<file path="src/rtl/ecc_blank_pkg.sv">
package ecc_blank_pkg;
  typedef enum logic {
    AREA_MAIN  = 1'b0,
    AREA_SPARE = 1'b1
  } area_e;

  localparam int unsigned CODE_TAG_BIT  = 0;
  localparam int unsigned CODE_MAIN_BIT = 1;

  typedef logic [1:0] ecc_code_t;
endpackage

</file>
<file path="src/rtl/blank_tracker.sv">
module blank_tracker #(
  parameter int unsigned BYTE_W = 8
) (
  input  logic              clk,
  input  logic              rst_n,
  input  logic              clr,
  input  logic              byte_en,
  input  logic [BYTE_W-1:0] byte_val,
  output logic              dirty_now
);
  localparam logic [BYTE_W-1:0] ERASED = {BYTE_W{1'b1}};

  logic dirty_q;
  logic dirty_d;

  // current byte is folded in so a byte arriving with clr still counts
  always_comb begin
    dirty_now = dirty_q | (byte_en & (byte_val != ERASED));
    dirty_d   = clr ? 1'b0 : dirty_now;
  end

  always_ff @(posedge clk or negedge rst_n) begin
    if (!rst_n) dirty_q <= 1'b0;
    else        dirty_q <= dirty_d;
  end


  sticky_dirty_chk: assert property (@(posedge clk) disable iff (!rst_n)
    (dirty_q && !clr) |=> dirty_q);

  clear_dirty_chk: assert property (@(posedge clk) disable iff (!rst_n)
    clr |=> !dirty_q);
endmodule

</file>
<file path="src/rtl/spare_window.sv">
module spare_window #(
  parameter int unsigned SKIP_BYTES = 4,
  parameter int unsigned TAG_BYTES  = 20
) (
  input  logic clk,
  input  logic rst_n,
  input  logic clr,
  input  logic byte_en,
  output logic in_win
);
  localparam int unsigned LIMIT = SKIP_BYTES + TAG_BYTES;
  localparam int unsigned CW    = $clog2(LIMIT + 1);
  localparam logic [CW-1:0] SKIP_C  = CW'(SKIP_BYTES);
  localparam logic [CW-1:0] LIMIT_C = CW'(LIMIT);

  logic [CW-1:0] cnt_q;
  logic [CW-1:0] cnt_d;
  logic          cnt_en;

  always_comb begin
    in_win = byte_en && (cnt_q >= SKIP_C) && (cnt_q < LIMIT_C);
    cnt_en = clr | (byte_en & (cnt_q < LIMIT_C));
    cnt_d  = clr ? '0 : cnt_q + 1'b1;
  end

  always_ff @(posedge clk or negedge rst_n) begin
    if (!rst_n)      cnt_q <= '0;
    else if (cnt_en) cnt_q <= cnt_d;
  end


  win_bound_chk: assert property (@(posedge clk) disable iff (!rst_n)
    cnt_q <= LIMIT_C);

  idle_hold_chk: assert property (@(posedge clk) disable iff (!rst_n)
    (!byte_en && !clr) |=> $stable(cnt_q));
endmodule

</file>
<file path="src/rtl/ecc_blank_status.sv">
module ecc_blank_status
  import ecc_blank_pkg::*;
#(
  parameter int unsigned BYTE_W     = 8,
  parameter int unsigned SKIP_BYTES = 4,
  parameter int unsigned TAG_BYTES  = 20
) (
  input  logic              clk,
  input  logic              rst_n,
  input  logic              byte_vld,
  input  logic              byte_area,
  input  logic [BYTE_W-1:0] byte_val,
  input  logic              ecc_any_err,
  input  logic              main_fail,
  input  logic              tag_fail,
  input  logic              page_end,
  output logic [1:0]        err_code,
  output logic              res_vld
);
  logic      main_en, spare_en, tag_en;
  logic      main_dirty, tag_dirty;
  ecc_code_t code_d, code_q;
  logic      vld_q;

  always_comb begin
    main_en  = byte_vld & (area_e'(byte_area) == AREA_MAIN);
    spare_en = byte_vld & (area_e'(byte_area) == AREA_SPARE);
  end

  blank_tracker #(.BYTE_W(BYTE_W)) u_main_trk (
    .clk(clk), .rst_n(rst_n), .clr(page_end),
    .byte_en(main_en), .byte_val(byte_val), .dirty_now(main_dirty)
  );

  spare_window #(.SKIP_BYTES(SKIP_BYTES), .TAG_BYTES(TAG_BYTES)) u_win (
    .clk(clk), .rst_n(rst_n), .clr(page_end),
    .byte_en(spare_en), .in_win(tag_en)
  );

  blank_tracker #(.BYTE_W(BYTE_W)) u_tag_trk (
    .clk(clk), .rst_n(rst_n), .clr(page_end),
    .byte_en(tag_en), .byte_val(byte_val), .dirty_now(tag_dirty)
  );

  always_comb begin
    code_d = '0;
    if (ecc_any_err) begin
      code_d[CODE_MAIN_BIT] = main_fail & main_dirty;
      code_d[CODE_TAG_BIT]  = tag_fail & tag_dirty;
    end
  end

  always_ff @(posedge clk or negedge rst_n) begin
    if (!rst_n) begin
      code_q <= '0;
      vld_q  <= 1'b0;
    end else begin
      vld_q <= page_end;
      if (page_end) code_q <= code_d;
    end
  end

  assign err_code = code_q;
  assign res_vld  = vld_q;


  res_pulse_chk: assert property (@(posedge clk) disable iff (!rst_n)
    page_end |=> res_vld);

  res_src_chk: assert property (@(posedge clk) disable iff (!rst_n)
    res_vld |-> $past(page_end));

  hold_code_chk: assert property (@(posedge clk) disable iff (!rst_n)
    !page_end |=> $stable(err_code));

  no_err_clean_chk: assert property (@(posedge clk) disable iff (!rst_n)
    (page_end && !ecc_any_err) |=> (err_code == 2'b00));

  main_bit_src_chk: assert property (@(posedge clk) disable iff (!rst_n)
    (res_vld && err_code[CODE_MAIN_BIT]) |-> $past(main_fail && ecc_any_err));

  tag_bit_src_chk: assert property (@(posedge clk) disable iff (!rst_n)
    (res_vld && err_code[CODE_TAG_BIT]) |-> $past(tag_fail && ecc_any_err));
endmodule

</file>
<file path="config.mk">
export PLATFORM = sky130hd
export DESIGN_NAME = ecc_blank_status
export DESIGN_NICKNAME = d
export VERILOG_FILES = /design/src/rtl/ecc_blank_pkg.sv /design/src/rtl/blank_tracker.sv /design/src/rtl/spare_window.sv /design/src/rtl/ecc_blank_status.sv
export SDC_FILE = /design/constraint.sdc
export NUM_CORES = 1
export LEC_CHECK = 0
export ABC_AREA = 1
export BUFFER_PORTS_ARGS = -buffer_cell sky130_fd_sc_hd__buf_2
export CAP_MARGIN = 20
export CORE_AREA = 2 2 39 41
export DETAILED_ROUTE_END_ITERATION = 8
export DIE_AREA = 0 0 41 43
export GPL_ROUTABILITY_DRIVEN = 0
export PLACE_DENSITY = 0.65
export REMOVE_ABC_BUFFERS = 1
export SLEW_MARGIN = 5
export SYNTH_ARGS = -nofsm -noshare
export SYNTH_HDL_FRONTEND = slang
export SYNTH_SLANG_ARGS = --single-unit
</file>
<file path="constraint.sdc">
create_clock -name clk -period 2.3 [get_ports clk]
set_input_delay 0.345 -clock clk [delete_from_list [all_inputs] [get_ports clk]]
set_output_delay 0.345 -clock clk [all_outputs]
set_load 0.005 [all_outputs]
</file>
==> results.json, run 1 <==
{
  "outcome": "finished clean",
  "synth_simple_gate_area_share_pct": 29.8,
  "insertion_delay_ps": 280,
  "place_inst": 98,
  "max_slew_margin_pct": 84.5,
  "crit_required_ps": 1960,
  "timing.critical_path.from_type": "flip-flop",
  "num_rows": 14,
  "timing.hold.worst_endpoint": "res_vld",
  "clk_root_buffer_cell": "clkbuf_4",
  "floorplan.initialDensity_pct": 37.3,
  "synth_most_common_cell": "nand2_1",
  "dr.pass1.iters": 4,
  "synth_edf_count": 0,
  "layout.cells.non_filler": 103,
  "design.portCount": 19,
  "cp.buffers_inverters": 1,
  "design.final.nets": 106,
  "worst_r2r_endpoint": "err_code[0]",
  "clkSinkCount": 10,
  "worst_setup_hold_path_clk_slew_ps": 70,
  "switching_share_pct": 23.9,
  "muxShareOfSynthArea_pct": 0,
  "post-route-cell-area_um2": 673,
  "antenna_violating_nets_post_route": 0,
  "netlist_top_cells_count": "nand2_1, dfrtp_1, inv_1",
  "fillers": 144,
  "min_period_ps": 1130,
  "wl_um": 981,
  "adder_and_majority_cell_fraction_of_the_synthesized_area_pct": 4.84,
  "timing.clock.skew_ps": 3.02,
  "track_usage_pct": 15.0,
  "maximum_resistive_drop_on_vdd_mv": 0.278,
  "path_max_fanout": 2,
  "final.hold.worst_slack_ps": 273,
  "preCtsSetupSlack_ps": 1290,
  "finalCritPeriodShare_pct": 48.9,
  "drt_iter0_drc": 10,
  "cp_slowest_stage_delay_ps": 380,
  "timing_worst_slew_pin_value_ps": 233,
  "synth.avg_cell_area_um2": 8.07,
  "synth_top_cells_by_area": "dfrtp_1, nand2_1, inv_1, nor2_1, ha_1",
  "total_switching_power_mw": 0.0934,
  "setup_tns_ps": 0,
  "crit_path_top_delay_cell": "dfrtp_1",
  "timing.hold.worst.start": "page_end",
  "route.detailed.wl_per_inst_um": 9.52,
  "worstHoldPathType": "input pin to flip-flop",
  "synth-compound-area-share_pct": 9.69,
  "timing_max_transition_violations_final": 0,
  "num_antenna_cells": 0,
  "leakage_nw": 0.365,
  "placement.cell_area_um2": 627,
  "finalPower_mw": 0.390,
  "dominant_combinational_cell_family_by_area_after_synthesis": "simple AND/OR/NAND/NOR gates",
  "cts_buffers": 3,
  "numPortBuffers": 18,
  "syn_to_final_growth_pct": 30.3,
  "tritoncts": "yes",
  "first_global_vias": 425,
  "synth_sequential_area_ratio_pct": 48.4,
  "power-per-cell-area_nw_per_um2": 579,
  "ordered_list_of_cells_on_the_worst_path": "buf_2",
  "comb_power_share_pct": 10.4,
  "fp.dieW_um": 41,
  "timing.critical_path.arrival_ps": 780,
  "grt_max_degree": 11,
  "cts.path.max_buffers": 2,
  "syn_area_um2": 517,
  "initial_antenna_violation_count": 0,
  "h_tree_depth": 1,
  "postSynthRegisterBits": 10,
  "reg2reg_depth": 8,
  "synth_xor_xnor_area_share_pct": 0,
  "hold_path_depth": 1,
  "detail_route.vias_per_cell": 4.55,
  "overflow": 0,
  "floorplan.die_area_um2": 1760,
  "rsz0062_at_grt": "false",
  "yosys.area.top_type_share_pct": 48.4,
  "cpLargestDelayFamily": "flip-flops",
  "yosysWarnings": 0,
  "core_area_um2": 1380,
  "postSynth.asyncResetShare_pct": 100,
  "syn-instance-count": 64,
  "synth_top_area_cell": "dfrtp_1",
  "internal-power_mw": 0.297,
  "detailroute.via_count": 469,
  "share_clk_of_total_power_pct": 42.4,
  "place_hpwl_um": 758,
  "r2r_setup_slack_ps": 1290,
  "path_class": "flip-flop to output port",
  "drive_above_1_share_pct": 28.7,
  "remaining_drc_errors": 0,
  "critical_path.endpoint_type": "output port",
  "synth_cell_types": 15,
  "grt_pass1_wl_mm": 1.70,
  "timing.final.ws_setup_ps": 1170,
  "report.final.hold_viol_count": 0,
  "top_achievable_clock_speed_mhz": 889,
  "utilization_pct": 48.6,
  "final-setup-viol-count": 0,
  "crit-reg2reg-launch": "u_win.cnt_q[3]",
  "power_frac_seq_pct": 47.2,
  "ys_dominant_reg_cell": "dfrtp_1",
  "die-height_um": 43,
  "max-cap-violations": 0
}
## power by group through the flow
stage / Combinational (mW) / Sequential, mW / Clock [mW]
6_report: 0.0404 / 0.184 / 0.165
5_1_grt: 0.0480 / 0.185 / 0.172
4_1_cts: 0.0413 / 0.184 / 0.167
3_5_place_dp: 0.0399 / 0.188 / 0
3_3_place_gp: 0.0395 / 0.188 / 0
2_1_floorplan: 0.0163 / 0.188 / 0
## worst max path at each step
stage / start / to / slack, ps / depth (start not counted)
after floorplan: u_win.cnt_q[0] / u_win.cnt_q[1] / 1360 / 4
after global placement: u_win.cnt_q[0] / u_win.cnt_q[1] / 1270 / 4
after detailed placement: u_win.cnt_q[3] / err_code[0] / 1290 / 8
after CTS: err_code[0] / err_code[0] / 1170 / 1
after global routing: err_code[1] / err_code[1] / 1160 / 1
final: err_code[0] / err_code[0] / 1170 / 1
## what timing repair did
item                                    in CTS  in global routing
resized for setup                            0                  0
buffers inserted                             0                  0
hold buffers                                 1                  0
endpoints found under the setup margin       0                  0
hold endpoints to repair                    10                  0
## cell usage in the layout, fill, tap and decap left out
cell	count
nand3_1	1
dlygate4sd3_1	1
nand2_2	1
buf_2	18
clkbuf_8	1
nand2_1	17
nor3_2	1
nand3_4	1
inv_1	10
a211oi_1	1
nor3_1	1
o21a_1	1
ha_1	2
o21ai_0	3
and3_1	2
a21oi_1	4
clkbuf_4	3
nor2_1	9
dfrtp_1	10
## flip-flops by register name, summed over array words and instances, names as in the netlist
signal / flops
u_win.cnt_q: 5
err_code: 2
res_vld: 1
u_tag_trk.dirty_q: 1
u_main_trk.dirty_q: 1
## per-layer routing
layer	up-vias	wire length, µm	global-route usage [%]
li1	243	-	-
met2	9	467	21.6
met3	4	43	3.14
met4	0	39	13.3
met1	213	431	17.6
met5	-	0	0
## worst register-to-register path, stage by stage (launching register included)
cell	delay [ps]
dfrtp_1	410
inv_1	100
nand2_1	60
nor2_1	90
nor2_1	50
nand2_1	70
nand2_1	50
nand2_1	50
nand2_1	40
## area by class of cell
class / instances / area [µm²] / area share [%]
multi-input cells: 44 / 229 / 34.0
inverters: 10 / 37.5 / 5.58
repair buffers: 19 / 100 / 14.9
well taps: 16 / 20.0 / 2.97
flip-flops and latches: 10 / 250 / 37.2
clock buffers: 4 / 36.3 / 5.39
## cells by family after synthesis
kind of cell,count (synthesis)
flip-flops,10
buffers and inverters,10
adder cells (fa/ha/maj),2
AO/OA/AOI/OAI,9
AND/OR/NAND/NOR,33
(Power assumes the default switching activity.)
==> run 2, diff against run 1 <==
clock period = 1.1 ns   (was 2.3 ns; I/O delays follow)
==> results.json, run 2 (synthesis gave the netlist of run 1 again) <==
{
  "outcome": "finished clean",
  "cts_buffers": 3,
  "cp_slowest_stage_delay_ps": 420,
  "insertion_delay_ps": 260,
  "die-height_um": 43,
  "switching_share_pct": 23.1,
  "detailroute.via_count": 506,
  "layout.cells.most_common_list": "buf_2, nand2_1, dfrtp_1",
  "detail_route.vias_per_cell": 4.73,
  "first_global_vias": 467,
  "place_hpwl_um": 800,
  "tritoncts": "yes",
  "route.detailed.wl_per_inst_um": 10.7,
  "drive_above_1_share_pct": 37.4,
  "path_max_fanout": 5,
  "timing.critical_path.arrival_ps": 1240,
  "drt_iter0_drc": 6,
  "rsz0062_at_grt": "true",
  "floorplan.initialDensity_pct": 37.3,
  "crit-reg2reg-launch": "u_win.cnt_q[4]",
  "numPortBuffers": 18,
  "cp.buffers_inverters": 1,
  "max_slew_margin_pct": 84.5,
  "post-route-cell-area_um2": 718,
  "overflow": 0,
  "worst_setup_hold_path_clk_slew_ps": 70,
  "design.portCount": 19,
  "hold_path_depth": 1,
  "critical_path.endpoint_type": "flip-flop",
  "remaining_drc_errors": 0,
  "final-setup-viol-count": 0,
  "grt_max_degree": 11,
  "num_antenna_cells": 0,
  "clkSinkCount": 10,
  "internal-power_mw": 0.625,
  "maximum_resistive_drop_on_vdd_mv": 0.645,
  "comb_power_share_pct": 11.8,
  "floorplan.die_area_um2": 1760,
  "fp.dieW_um": 41,
  "leakage_nw": 0.386,
  "syn_to_final_growth_pct": 39.0,
  "top_achievable_clock_speed_mhz": 943,
  "r2r_setup_slack_ps": 40,
  "worst_r2r_endpoint": "u_win.cnt_q[1]",
  "timing.hold.worst_endpoint": "res_vld",
  "finalPower_mw": 0.813,
  "min_period_ps": 1060,
  "report.final.hold_viol_count": 0,
  "layout_commonest_cell": "buf_2",
  "timing.critical_path.from_type": "flip-flop",
  "total_switching_power_mw": 0.188,
  "timing.hold.worst.start": "page_end",
  "share_clk_of_total_power_pct": 40.8,
  "wl_mm": 1.15,
  "place_inst": 98,
  "cts.path.max_buffers": 2,
  "grt_pass1_wl_mm": 1.86,
  "timing_max_transition_violations_final": 0,
  "design.final.nets": 110,
  "worstHoldPathType": "input pin to flip-flop",
  "initial_antenna_violation_count": 0,
  "num_rows": 14,
  "max-cap-violations": 0,
  "h_tree_depth": 1,
  "antenna_violating_nets_post_route": 0,
  "timing_worst_slew_pin_value_ps": 233,
  "ordered_list_of_cells_on_the_worst_path": "nand2_2, nand3_4, buf_4, a211oi_1",
  "largest_register_ffs": 5,
  "power_frac_seq_pct": 47.5,
  "crit_path_top_delay_cell": "dfrtp_1",
  "timing.clock.skew_ps": 0.345,
  "reg2reg_depth": 4,
  "core_area_um2": 1380,
  "power-per-cell-area_nw_per_um2": 1130,
  "cpLargestDelayFamily": "flip-flops",
  "layout.cells.non_filler": 107,
  "finalCritPeriodShare_pct": 96.4,
  "dr.pass1.iters": 4,
  "track_usage_pct": 15.6,
  "largest_register": "u_win.cnt_q",
  "fillers": 138,
  "clk_root_buffer_cell": "clkbuf_4",
  "placement.cell_area_um2": 627,
  "path_class": "flip-flop to flip-flop",
  "crit_required_ps": 1280
}
run 2: power groups by stage:
stage	sequential, mW	combinational, mW	clock (mW)
floorplan	0.392	0.0340	0
global placement	0.393	0.0815	0
CTS	0.386	0.0866	0.348
global route	0.387	0.110	0.371
detailed placement	0.393	0.0836	0
finish	0.386	0.0956	0.331
run 2: worst max-delay path by stage:
stage	start	to	slack [ps]	cells past startpoint
2_1_floorplan	u_win.cnt_q[0]	u_win.cnt_q[1]	160	4
3_3_place_gp	u_win.cnt_q[4]	u_tag_trk.dirty_q	90	5
3_5_place_dp	u_win.cnt_q[4]	err_code[0]	90	7
4_1_cts	u_win.cnt_q[4]	err_code[0]	60	7
5_1_grt	u_win.cnt_q[4]	err_code[0]	-40	8
6_report	u_win.cnt_q[4]	u_win.cnt_q[1]	40	4
run 2: per-stage QoR:
stage / TNS [ps] / hold slack [ps] / util [%] / worst slack (ps)
final: 0 / 105 / 51.9 / 39.7
after global routing: -41.4 / 90.8 / 51.9 / -39.5
after CTS: 0 / 90.5 / 48.6 / 61.7
after detailed placement: 0 / 39.7 / 45.3 / 87.7
after global placement: 0 / 38.9 / 45.3 / 93.9
after floorplan: 0 / -131 / - / 157
run 2: cell type report:
cell class | instances | area [µm²] | area share [%]
flip-flops and latches | 10 | 250 | 34.8
repair buffers | 22 | 123 | 17.1
well taps | 16 | 20.0 | 2.79
inverters | 10 | 37.5 | 5.23
clock buffers | 4 | 36.3 | 5.05
multi-input cells | 45 | 251 | 35.0
run 2: what timing repair did:
item | 4_1_cts | 5_1_grt
hold buffers | 1 | 0
resized for setup | 0 | 6
endpoints found under the hold margin | 10 | 0
buffers inserted | 0 | 3
setup endpoints to repair | 0 | 2
run 2: per-layer routing:
metal	wire (µm)	part of all wire (%)	global-route usage (%)	vias to the layer above
li1	-	-	-	260
met1	492	43	18.5	238
met2	617	54	23.1	6
met3	22	1.9	4.71	2
met4	14	1.2	10.0	0
met5	0	0	0	-
